==> src/rtl/pp_stack_pkg.sv <==
// Shared definitions for the stack push/pull sequencer.
// Assumes an eight-slot register-select mask with 16-bit registers in the top half.
package pp_stack_pkg;

    typedef enum logic [1:0] {
        OP_PUSH = 2'd0,
        OP_PULL = 2'd1,
        OP_RTI  = 2'd2,
        OP_RSVD = 2'd3
    } stk_op_e;

    typedef enum logic [3:0] {
        RID_CC = 4'd0,
        RID_A  = 4'd1,
        RID_B  = 4'd2,
        RID_DP = 4'd3,
        RID_X  = 4'd4,
        RID_Y  = 4'd5,
        RID_U  = 4'd6,
        RID_S  = 4'd7,
        RID_PC = 4'd8
    } reg_id_e;

    localparam int unsigned NSLOT      = 8;
    localparam int unsigned SLOT_W     = $clog2(NSLOT);
    localparam int unsigned FIRST_WIDE = 4;

endpackage

==> src/rtl/pp_slot_pick.sv <==
// Priority pick of the next register slot from a pending mask.
// from_top=1 picks the highest set bit (push order).
// from_top=0 picks the lowest set bit (pull order).
// The result is meaningless for an empty mask; the caller never uses it then.
module pp_slot_pick #(
    parameter  int unsigned N  = 8,
    localparam int unsigned IW = $clog2(N)
) (
    input  logic [N-1:0]  mask,
    input  logic          from_top,
    output logic [IW-1:0] idx
);

    logic [N-1:0]  scan;
    logic [IW-1:0] pos;

    // Mirror the mask when scanning from the top, so one low-first search serves both orders.
    for (genvar g = 0; g < N; g++) begin : g_mirror
        assign scan[g] = from_top ? mask[N-1-g] : mask[g];
    end

    // Find the lowest set bit of the scan vector.
    always_comb begin
        pos = '0;
        for (int i = N - 1; i >= 0; i--) begin
            if (scan[i]) pos = IW'(i);
        end
    end

    // Map the position back to a slot index.
    assign idx = from_top ? IW'(N - 1) - pos : pos;

endmodule

==> src/rtl/pp_sp_unit.sv <==
// Working stack pointer.
// Loaded at start, then stepped by one per transfer.
// Pushing presents SP-1 (pre-decrement); pulling presents SP (post-increment).
module pp_sp_unit #(
    parameter int unsigned AW = 16
) (
    input  logic          clk,
    input  logic          rst_n,
    input  logic          load,
    input  logic [AW-1:0] load_val,
    input  logic          step,
    input  logic          down,
    output logic [AW-1:0] sp,
    output logic [AW-1:0] addr
);

    // Hold or advance the working pointer.
    always_ff @(posedge clk) begin
        if (!rst_n)    sp <= '0;
        else if (load) sp <= load_val;
        else if (step) sp <= down ? sp - AW'(1) : sp + AW'(1);
    end

    // Bus address for the current transfer.
    assign addr = down ? sp - AW'(1) : sp;

endmodule

==> src/rtl/pp_byte_src.sv <==
// Maps a slot and byte half to a register identity and a source byte for pushes.
// Assumes slots 0..3 are 8-bit and slots 4..7 are 16-bit.
// Slot 6 names whichever stack pointer is not in use.
module pp_byte_src #(
    parameter  int unsigned DW = 8,
    localparam int unsigned WW = 2 * DW
) (
    input  logic [2:0]    slot,
    input  logic          hi,
    input  logic          use_u,
    input  logic [DW-1:0] reg_cc,
    input  logic [DW-1:0] reg_a,
    input  logic [DW-1:0] reg_b,
    input  logic [DW-1:0] reg_dp,
    input  logic [WW-1:0] reg_x,
    input  logic [WW-1:0] reg_y,
    input  logic [WW-1:0] reg_u,
    input  logic [WW-1:0] reg_s,
    input  logic [WW-1:0] reg_pc,
    output logic [DW-1:0] byte_o,
    output logic [3:0]    id_o
);
    import pp_stack_pkg::*;

    logic [WW-1:0] wide_val;

    // Select the 16-bit register of a wide slot.
    always_comb begin
        case (slot)
            3'd4:    wide_val = reg_x;
            3'd5:    wide_val = reg_y;
            3'd6:    wide_val = use_u ? reg_s : reg_u;
            default: wide_val = reg_pc;
        endcase
    end

    // Select the byte to place on the bus.
    always_comb begin
        case (slot)
            3'd0:    byte_o = reg_cc;
            3'd1:    byte_o = reg_a;
            3'd2:    byte_o = reg_b;
            3'd3:    byte_o = reg_dp;
            default: byte_o = hi ? wide_val[WW-1:DW] : wide_val[DW-1:0];
        endcase
    end

    // Report which register the slot stands for.
    always_comb begin
        case (slot)
            3'd0:    id_o = RID_CC;
            3'd1:    id_o = RID_A;
            3'd2:    id_o = RID_B;
            3'd3:    id_o = RID_DP;
            3'd4:    id_o = RID_X;
            3'd5:    id_o = RID_Y;
            3'd6:    id_o = use_u ? RID_S : RID_U;
            default: id_o = RID_PC;
        endcase
    end

endmodule

==> src/rtl/pp_stack_seq.sv <==
// Stack push/pull sequencer top.
// Runs one byte transfer per cycle over a memory port whose read data is valid
// in the same cycle as the address.
// Pull results go to the register-file write port; the final SP is reported with done.
// A start is accepted only while idle.
module pp_stack_seq #(
    parameter  int unsigned DW = 8,
    localparam int unsigned WW = 2 * DW
) (
    input  logic          clk,
    input  logic          rst_n,
    input  logic          start,
    input  logic [1:0]    op,
    input  logic          use_u,
    input  logic [7:0]    mask,
    input  logic [DW-1:0] reg_cc,
    input  logic [DW-1:0] reg_a,
    input  logic [DW-1:0] reg_b,
    input  logic [DW-1:0] reg_dp,
    input  logic [WW-1:0] reg_x,
    input  logic [WW-1:0] reg_y,
    input  logic [WW-1:0] reg_u,
    input  logic [WW-1:0] reg_s,
    input  logic [WW-1:0] reg_pc,
    output logic          busy,
    output logic          done,
    output logic [WW-1:0] mem_addr,
    output logic          mem_we,
    output logic          mem_re,
    output logic [DW-1:0] mem_wdata,
    input  logic [DW-1:0] mem_rdata,
    output logic          rf_we,
    output logic [3:0]    rf_id,
    output logic          rf_hi,
    output logic [DW-1:0] rf_wdata,
    output logic          sp_we,
    output logic          sp_sel_u,
    output logic [WW-1:0] sp_wdata
);
    import pp_stack_pkg::*;

    logic              busy_q, done_q, half_q, pull_q, rti_q, use_u_q;
    logic [NSLOT-1:0]  mask_q, mask_clr, mask_nxt;
    logic [SLOT_W-1:0] slot;
    logic              wide, is_hi, finish_slot, last, start_ok, is_rti_cmd;
    logic [WW-1:0]     sp_cur, sp_load;

    assign start_ok   = start && !busy_q;
    assign is_rti_cmd = (op == OP_RTI);

    pp_slot_pick #(.N(NSLOT)) u_pick (
        .mask     (mask_q),
        .from_top (!pull_q),
        .idx      (slot)
    );

    // Decode the current byte: wide slot, which half, and whether the slot completes.
    assign wide        = (slot >= SLOT_W'(FIRST_WIDE));
    assign is_hi       = wide && (pull_q ? !half_q : half_q);
    assign finish_slot = !wide || half_q;

    // Pending mask after this slot; the RTI flag byte widens the frame on its stacked bit.
    always_comb begin
        mask_clr = mask_q & ~(NSLOT'(1) << slot);
        if (rti_q && slot == '0)
            mask_nxt = mem_rdata[DW-1] ? 8'hFE : 8'h80;
        else
            mask_nxt = mask_clr;
    end

    assign last = busy_q && finish_slot && (mask_nxt == '0);

    // Sequencer control state.
    always_ff @(posedge clk) begin
        if (!rst_n) begin
            busy_q  <= 1'b0;
            done_q  <= 1'b0;
            half_q  <= 1'b0;
            pull_q  <= 1'b0;
            rti_q   <= 1'b0;
            use_u_q <= 1'b0;
            mask_q  <= '0;
        end else begin
            done_q <= 1'b0;
            if (start_ok) begin
                pull_q  <= (op != OP_PUSH);
                rti_q   <= is_rti_cmd;
                use_u_q <= is_rti_cmd ? 1'b0 : use_u;
                mask_q  <= is_rti_cmd ? 8'h01 : mask;
                half_q  <= 1'b0;
                if (!is_rti_cmd && mask == '0) done_q <= 1'b1;
                else                           busy_q <= 1'b1;
            end else if (busy_q) begin
                half_q <= wide && !half_q;
                if (finish_slot) mask_q <= mask_nxt;
                if (last) begin
                    busy_q <= 1'b0;
                    done_q <= 1'b1;
                end
            end
        end
    end

    assign sp_load = (!is_rti_cmd && use_u) ? reg_u : reg_s;

    pp_sp_unit #(.AW(WW)) u_sp (
        .clk      (clk),
        .rst_n    (rst_n),
        .load     (start_ok),
        .load_val (sp_load),
        .step     (busy_q),
        .down     (!pull_q),
        .sp       (sp_cur),
        .addr     (mem_addr)
    );

    pp_byte_src #(.DW(DW)) u_src (
        .slot   (slot),
        .hi     (is_hi),
        .use_u  (use_u_q),
        .reg_cc (reg_cc),
        .reg_a  (reg_a),
        .reg_b  (reg_b),
        .reg_dp (reg_dp),
        .reg_x  (reg_x),
        .reg_y  (reg_y),
        .reg_u  (reg_u),
        .reg_s  (reg_s),
        .reg_pc (reg_pc),
        .byte_o (mem_wdata),
        .id_o   (rf_id)
    );

    assign busy     = busy_q;
    assign done     = done_q;
    assign mem_we   = busy_q && !pull_q;
    assign mem_re   = busy_q && pull_q;
    assign rf_we    = busy_q && pull_q;
    assign rf_hi    = is_hi;
    assign rf_wdata = mem_rdata;
    assign sp_we    = done_q;
    assign sp_sel_u = use_u_q;
    assign sp_wdata = sp_cur;

endmodule

==> config.mk <==
export PLATFORM = sky130hd
export DESIGN_NAME = pp_stack_seq
export DESIGN_NICKNAME = d
export VERILOG_FILES = /design/src/rtl/pp_stack_pkg.sv /design/src/rtl/pp_slot_pick.sv /design/src/rtl/pp_sp_unit.sv /design/src/rtl/pp_byte_src.sv /design/src/rtl/pp_stack_seq.sv
export SDC_FILE = /design/constraint.sdc
export NUM_CORES = 1
export LEC_CHECK = 0
export BUFFER_PORTS_ARGS = -buffer_cell sky130_fd_sc_hd__buf_2
export CORE_MARGIN = 2
export CORE_UTILIZATION = 47
export DETAILED_ROUTE_END_ITERATION = 7
export GPL_TIMING_DRIVEN = 0
export PLACE_DENSITY_LB_ADDON = 0.05
export SETUP_SLACK_MARGIN = 0.02
export SYNTH_ARGS = -nofsm -noshare
export SYNTH_HDL_FRONTEND = slang
export SYNTH_HIERARCHICAL = 1
export SYNTH_SLANG_ARGS = --single-unit
==> constraint.sdc <==
create_clock -name clk -period 2.98 [get_ports clk]
set_input_delay 0.298 -clock clk [delete_from_list [all_inputs] [get_ports clk]]
set_output_delay 0.298 -clock clk [all_outputs]
set_load 0.01 [all_outputs]
==> results of run 1 <==
## per-layer routing
metal | global-route usage [%] | wire length [um]
met1 | 40.6 | 5970
met2 | 50.6 | 6530
met3 | 4.27 | 962
met4 | 8.82 | 291
met5 | 0 | 0
## flip-flops by register name, indices dropped and copies added, names as in the netlist
signal / flops
u_sp/sp: 16
rti_q: 1
pull_q: 1
sp_sel_u: 1
half_q: 1
done: 1
busy: 1
mask_q: 8
## how the worst max path moves through the flow
stage / to / slack [ns]
2_1_floorplan: mem_wdata[3] / 0.37
3_3_place_gp: mem_wdata[3] / -0.29
3_5_place_dp: mem_wdata[3] / -0.30
4_1_cts: mem_wdata[5] / 0.01
5_1_grt: mem_wdata[3] / 0.002
6_report: mem_wdata[0] / 0.09
## synthesized netlist by cell type, drive strengths merged, types with 3 or more instances
cell type / number
mux2: 24
clkbuf: 15
and2: 5
o21ai: 42
nor4: 14
nand3: 9
a21boi: 4
a21oi: 46
nand2b: 8
o22ai: 10
nor2b: 10
a22oi: 3
nand2: 30
buf: 31
inv: 25
mux4: 15
nor3: 18
mux2i: 19
a32oi: 4
xnor2: 12
xor2: 17
nor2: 40
dfxtp: 30
o31ai: 4
nand3b: 3
a211oi: 10
## kinds of logic (layout without fill, tap and decap cells)
kind of cell,count (synthesis),in the layout,synth area share (%)
AO/OA/AOI/OAI,135,135,22.2
XOR/XNOR,29,29,6.80
adder cells (fa/ha/maj),3,3,0.971
buffers and inverters,71,273,9.71
flip-flops,30,30,16.1
multiplexers,58,58,22.1
AND/OR/NAND/NOR,153,153,22.2
## what timing repair did
action,4_1_cts,5_1_grt
setup buffers,2,6
gates resized for setup,10,22
setup endpoints to repair,13,11
pin swaps,2,2
hold buffers,0,0
gates cloned,0,1
## cell type report
class / instances / area share [%]
Multi-Input combinational cell: 378 / 55.8
Timing Repair Buffer: 195 / 20.1
Sequential cell: 30 / 12.0
Buffer: 45 / 5.78
Tap cell: 102 / 2.52
Inverter: 25 / 1.90
Clock buffer: 6 / 1.63
Clock inverter: 2 / 0.247
## power by group
group / total [mW] / internal, mW / switching (mW)
Combinational: 2.55 / 1.17 / 1.39
Sequential: 0.581 / 0.465 / 0.116
Clock: 0.359 / 0.186 / 0.174
## worst max-delay path: stages (launching register included)
cell and delay (ns):
dfxtp_1 0.48, inv_1 0.10, nor3_1 0.26, a21oi_1 0.10, nand3_2 0.17, buf_6 0.17, mux4_2 0.51, nor2b_1 0.17
a21oi_2 0.13, nand2_1 0.07, buf_2 0.14
## through the flow
stage | instance area [sq um] | TNS [ns]
6_report | 5060 | 0
5_1_grt | 5060 | 0
4_1_cts | 4950 | 0
3_5_place_dp | 4800 | -1.30
3_3_place_gp | 4800 | -1.10
2_1_floorplan | 3740 | 0
==> impl_results.md, run 1 <==
* Outcome: finished, final reports clean
* Clk Latency, worst-skew pair at 0.30 ns
* DR pass1 iterations at 5
* Dpl cells at 767
* Synth area leader: dfxtp_1
* Critical R2R Launch: pull_q
* Final cell count without fillers at 783
* Setup-failing EPs final at 0
* Syn_nets at 615
* Worst R2R End: mask_q[7]
* Final core occ at 65.5%
* Via Count at 4478
* Hold Crit Endpoint: mask_q[1]
* Synth top area share at 16.1%
* Routed Antenna Nets at 0
* Max Fclk at 0.346 GHz
* Layout cell share with drive strength beyond 1 at 44.5%
* Initial core utilization at 48.4%
* Crit-path max FO at 8
* Total power at 3.49 mW
* Crit. Startpoint: mask_q[1]
* YS warnings at 6
* Nets@finish at 816
* Mapped Avg Cell Area at 7.80 sq um
* Reg area at 608 sq um
* Die W at 93.2 um
* Register area share after synthesis at 16.1%
* Commonest non-fill, non-tap cell in the layout: buf_2
* CTS buffer count at 5
* Die ar. at 8680 sq um
* Flop2flop setup slack at 0.58 ns
* Longest Clk Path Bufs at 2
* Fillers at 714
* CP required at 2.68 ns
* Die Height at 93.2 um
* PnR worst setup slack at 0.0880 ns
* Area contributors post-synth: dfxtp_1, mux4_2, a21oi_1
* CORE AREA at 7730 sq um
* Worst Reg-to-Reg Cells at 11
* Largest net degree at the start of global routing at 12
* CP endpoint kind: output port
* Area growth syn-to-layout at 35.5%
* Synthesized area at 3740 sq um
* Final Max Slew Viols at 0
* H-tree depth at 2
* Relative slew slack at 61.9%
* Clk sinks at 30
* WHS Path Cells at 3
* Hpwl dp at 10.9 mm
* N_diodes at 0
* Fin crit share at 97.0%
* Tmin final at 2.89 ns
* Port Buffers at 186
* Number of synthesized flops with an enable pin at 0
* I/O Pins at 194
* Initial antenna violation count at 0
* Synth async-reset ratio at 0%
* Hold path start: mask[1]
* Vias in the first global route at 4152
* Most frequent cells in the layout: buf_2, a21oi_1, nor2_1
* Leakage at 2.33 nW
* Clock skew at 0.0157 ns
* Iteration-0 DRC Markers at 224
* DRC at 0
* Top_reg_cell synth: dfxtp_1
* Routability Congestion at 0.915
* Vias/cell at 5.72
* Dpl ws at -0.304 ns
* Worst vdd ir at 0.264 mV
* Post-synth cell types at 66
* Crit path DAT at 2.59 ns
* Overflow after GRT at 0
* First-pass GRT wire length at 20.9 mm
* WL final at 13.8 mm
* Slew @ Worst Pin at 0.572 ns
* Root buffer cell: clkbuf_8
* CP Class: flop to output port
* Multi-input logic area at 2820 sq um
* Std cell rows at 32
* All-Layer GR Usage at 30.2%
* Reg clk slew, reported paths at 0.08 ns
* CP startpoint kind: flop
* WL per Instance at 17.6 um
* RSZ-0062 raised after global routing: false
* CTS tree: yes
* PwrDens at 690 nW/um^2
* MaxCap Viol Count at 0
* WHS at 0.297 ns
* Cells after Synth at 479
* Hold Crit Class: primary input to flop
* Hold Fails Final Rpt at 0
* Flop and latch count out of synthesis at 30
(Power assumes the default switching activity.)
==> inputs of run 2 (changes only) <==
--- a/config.mk
+++ b/config.mk
@@ -8,8 +8,8 @@
 export BUFFER_PORTS_ARGS = -buffer_cell sky130_fd_sc_hd__buf_2
 export CORE_MARGIN = 2
 export CORE_UTILIZATION = 47
+export CTS_CLUSTER_DIAMETER = 100
 export DETAILED_ROUTE_END_ITERATION = 7
-export GPL_TIMING_DRIVEN = 0
 export PLACE_DENSITY_LB_ADDON = 0.05
 export SETUP_SLACK_MARGIN = 0.02
 export SYNTH_ARGS = -nofsm -noshare
==> impl_results.md, run 2 (synthesis results as in run 1) <==
* DRC at 0 (unchanged)
* CP required at 2.68 ns (about the same)
* First-pass GRT wire length at 19.9 mm (was 20.9 mm)
* Nets@finish at 776 (was 816)
* DR pass1 iterations at 6 (was 5)
* Routed Antenna Nets at 0 (unchanged)
* Vias in the first global route at 3958 (was 4152)
* Dpl cells at 728 (was 767)
* PwrDens at 712 nW/um^2 (was 690 nW/um^2)
* Pint at 1.83 mW (was 1.82 mW)
* CORE AREA at 7730 sq um (unchanged)
* Die ar. at 8680 sq um (unchanged)
* Std cell rows at 32 (unchanged)
* Max Fclk at 0.351 GHz (was 0.346 GHz)
* Largest net degree at the start of global routing at 31 (was 12)
* Die W at 93.2 um (unchanged)
* Max reg flops at 16 (unchanged)
* Final core occ at 62.4% (was 65.5%)
* Layout cell share with drive strength beyond 1 at 41.9% (was 44.5%)
* Total negative setup slack at 0 ns (unchanged)
* Outcome: finished, final reports clean (unchanged)
* Initial antenna violation count at 0 (unchanged)
* H-tree depth at 2 (unchanged)
* Worst Reg-to-Reg Cells at 9 (was 11)
* WHS Path Cells at 3 (unchanged)
* Top flop regs: u_sp/sp (16), mask_q (8) (unchanged)
* Overflow after GRT at 0 (unchanged)
* Iteration-0 DRC Markers at 249 (was 224)
* Most frequent cells in the layout: buf_2, a21oi_1, nor2_1 (unchanged)
* Net Switching at 1.61 mW (was 1.67 mW)
* Commonest non-fill, non-tap cell in the layout: buf_2 (unchanged)
* I/O Pins at 194 (unchanged)
* All-Layer GR Usage at 28.8% (was 30.2%)
* Root buffer cell: clkbuf_8 (unchanged)
* Flop2flop setup slack at 0.31 ns (was 0.58 ns)
* Hold Crit Endpoint: mask_q[1] (unchanged)
* WL per Instance at 17.7 um (was 17.6 um)
* N_diodes at 0 (unchanged)
* Relative slew slack at 24.3% (was 61.9%)
* Clock power frac at 12.7% (was 10.3%)
* Layout Cell Area excl Fill at 4820 sq um (was 5060 sq um)
* Reg power frac at 17.1% (was 16.6%)
* Worst R2R End: mask_q[6] (was mask_q[7])
* Crit-path max FO at 7 (was 8)
* Clk Latency, worst-skew pair at 0.29 ns (was 0.30 ns)
* Hold Fails Final Rpt at 0 (unchanged)
* Worst vdd ir at 0.412 mV (was 0.264 mV)
* Post-placement cell area at 4630 sq um (was 4800 sq um)
* Longest Clk Path Bufs at 2 (unchanged)
* Die Height at 93.2 um (unchanged)
* Combinational power share at 70.2% (was 73.1%)
* CP Class: flop to output port (unchanged)
* Clock skew at 0.0106 ns (was 0.0157 ns)
* Final Max Slew Viols at 0 (unchanged)
* Crit path DAT at 2.55 ns (was 2.59 ns)
* Reg clk slew, reported paths at 0.08 ns (about the same)
* Routability Congestion at 0.896 (was 0.915)
* Area growth syn-to-layout at 29.0% (was 35.5%)
* Setup-failing EPs final at 0 (unchanged)
* Initial core utilization at 48.4% (unchanged)
* Fin crit share at 95.7% (was 97.0%)
* Via Count at 4299 (was 4478)
* Final cell count without fillers at 742 (was 783)
* Clk sinks at 30 (unchanged)
* Hold path start: mask[1] (unchanged)
* Fillers at 721 (was 714)
* Critical R2R Launch: pull_q (unchanged)
* Slew @ Worst Pin at 1.13 ns (was 0.572 ns)
* Vias/cell at 5.79 (was 5.72)
* CP endpoint kind: output port (unchanged)
* Largest register by flop count: u_sp/sp (unchanged)
* Hpwl dp at 10.2 mm (was 10.9 mm)
* CP startpoint kind: flop (unchanged)
* Sw frac at 46.8% (was 47.9%)
* MaxCap Viol Count at 0 (unchanged)
* Hold Crit Class: primary input to flop (unchanged)
* RSZ-0062 raised after global routing: false (unchanged)
* Tmin final at 2.85 ns (was 2.89 ns)
* WL final at 13.2 mm (was 13.8 mm)
* CTS tree: yes (unchanged)
* CTS buffer count at 5 (unchanged)
* Port Buffers at 179 (was 186)
* Leakage at 2.20 nW (was 2.33 nW)
## run 2: cell count changes in the layout (fill, tap and decap cells not counted), moves of 2 or more
| cell | before | now |
|---|---|---|
| dfxtp_4 | 2 | 0 |
| buf_4 | 24 | 18 |
| clkbuf_2 | 2 | 0 |
| dfxtp_2 | 0 | 2 |
| inv_1 | 22 | 24 |
| clkbuf_1 | 13 | 0 |
| buf_2 | 193 | 179 |
| buf_6 | 6 | 0 |
## run 2: power groups by stage
stage	combinational, mW	sequential [mW]	clock (mW)
after CTS	2.36	0.581	0.440
after global placement	2.25	0.587	0
final	2.41	0.587	0.437
after floorplan	1.65	0.563	0
after global routing	2.62	0.602	0.458
after detailed placement	2.28	0.589	0
## run 2: repair_timing
action,4_1_cts,5_1_grt
pin swaps,1,1
gates resized for setup,0,7
hold buffers,0,0
setup buffers,4,1
setup endpoints to repair,9,8
cloned,1,1
## run 2: worst max-delay path by stage
stage / startpoint / to / slack [ns] / cells after the start
floorplan: mask_q[2] / mem_wdata[3] / 0.37 / 10
global route: pull_q / mem_wdata[1] / 0.02 / 10
CTS: pull_q / mem_wdata[5] / 0.06 / 10
global placement: pull_q / mem_wdata[3] / 0.23 / 9
finish: pull_q / mem_wdata[5] / 0.13 / 10
detailed placement: pull_q / mem_wdata[3] / 0.12 / 9
## run 2: critical path, stage by stage, from the launching register on
cell and delay [ns]:
dfxtp_2 0.35, inv_1 0.17, inv_1 0.09, a211oi_1 0.22, o31ai_2 0.16, nand3_4 0.18
mux4_2 0.52, nor2b_1 0.14, a21oi_1 0.20, nand2_1 0.08, buf_2 0.15
## run 2: cell type report
| cell class | instances | area [sq um] | share of cell area, % |
|---|---|---|---|
| multi-input combinational | 380 | 2830 | 58.8 |
| tap | 102 | 128 | 2.65 |
| inverter | 25 | 93.8 | 1.95 |
| clock buffer | 6 | 82.6 | 1.71 |
| clock inverter | 1 | 30.0 | 0.623 |
| timing repair buffer | 198 | 1050 | 21.8 |
| sequential | 30 | 603 | 12.5 |
## run 2: metal layers
layer | global-route usage, % | vias to the layer above | share of wire, %
met2 | 49.5 | 205 | 48
met5 | 0 | - | 0
li1 | - | 2065 | -
met3 | 4.27 | 23 | 8.1
met1 | 37.6 | 2006 | 42
met4 | 8.09 | 0 | 2.0
## run 2: metrics by stage
stage | hold slack (ns) | total power [mW] | worst slack, ns
floorplan | 0.440 | 2.21 | 0.373
global placement | 0.550 | 2.84 | 0.235
detailed placement | 0.559 | 2.87 | 0.118
CTS | 0.303 | 3.38 | 0.0641
global route | 0.312 | 3.68 | 0.0202
finish | 0.309 | 3.43 | 0.128
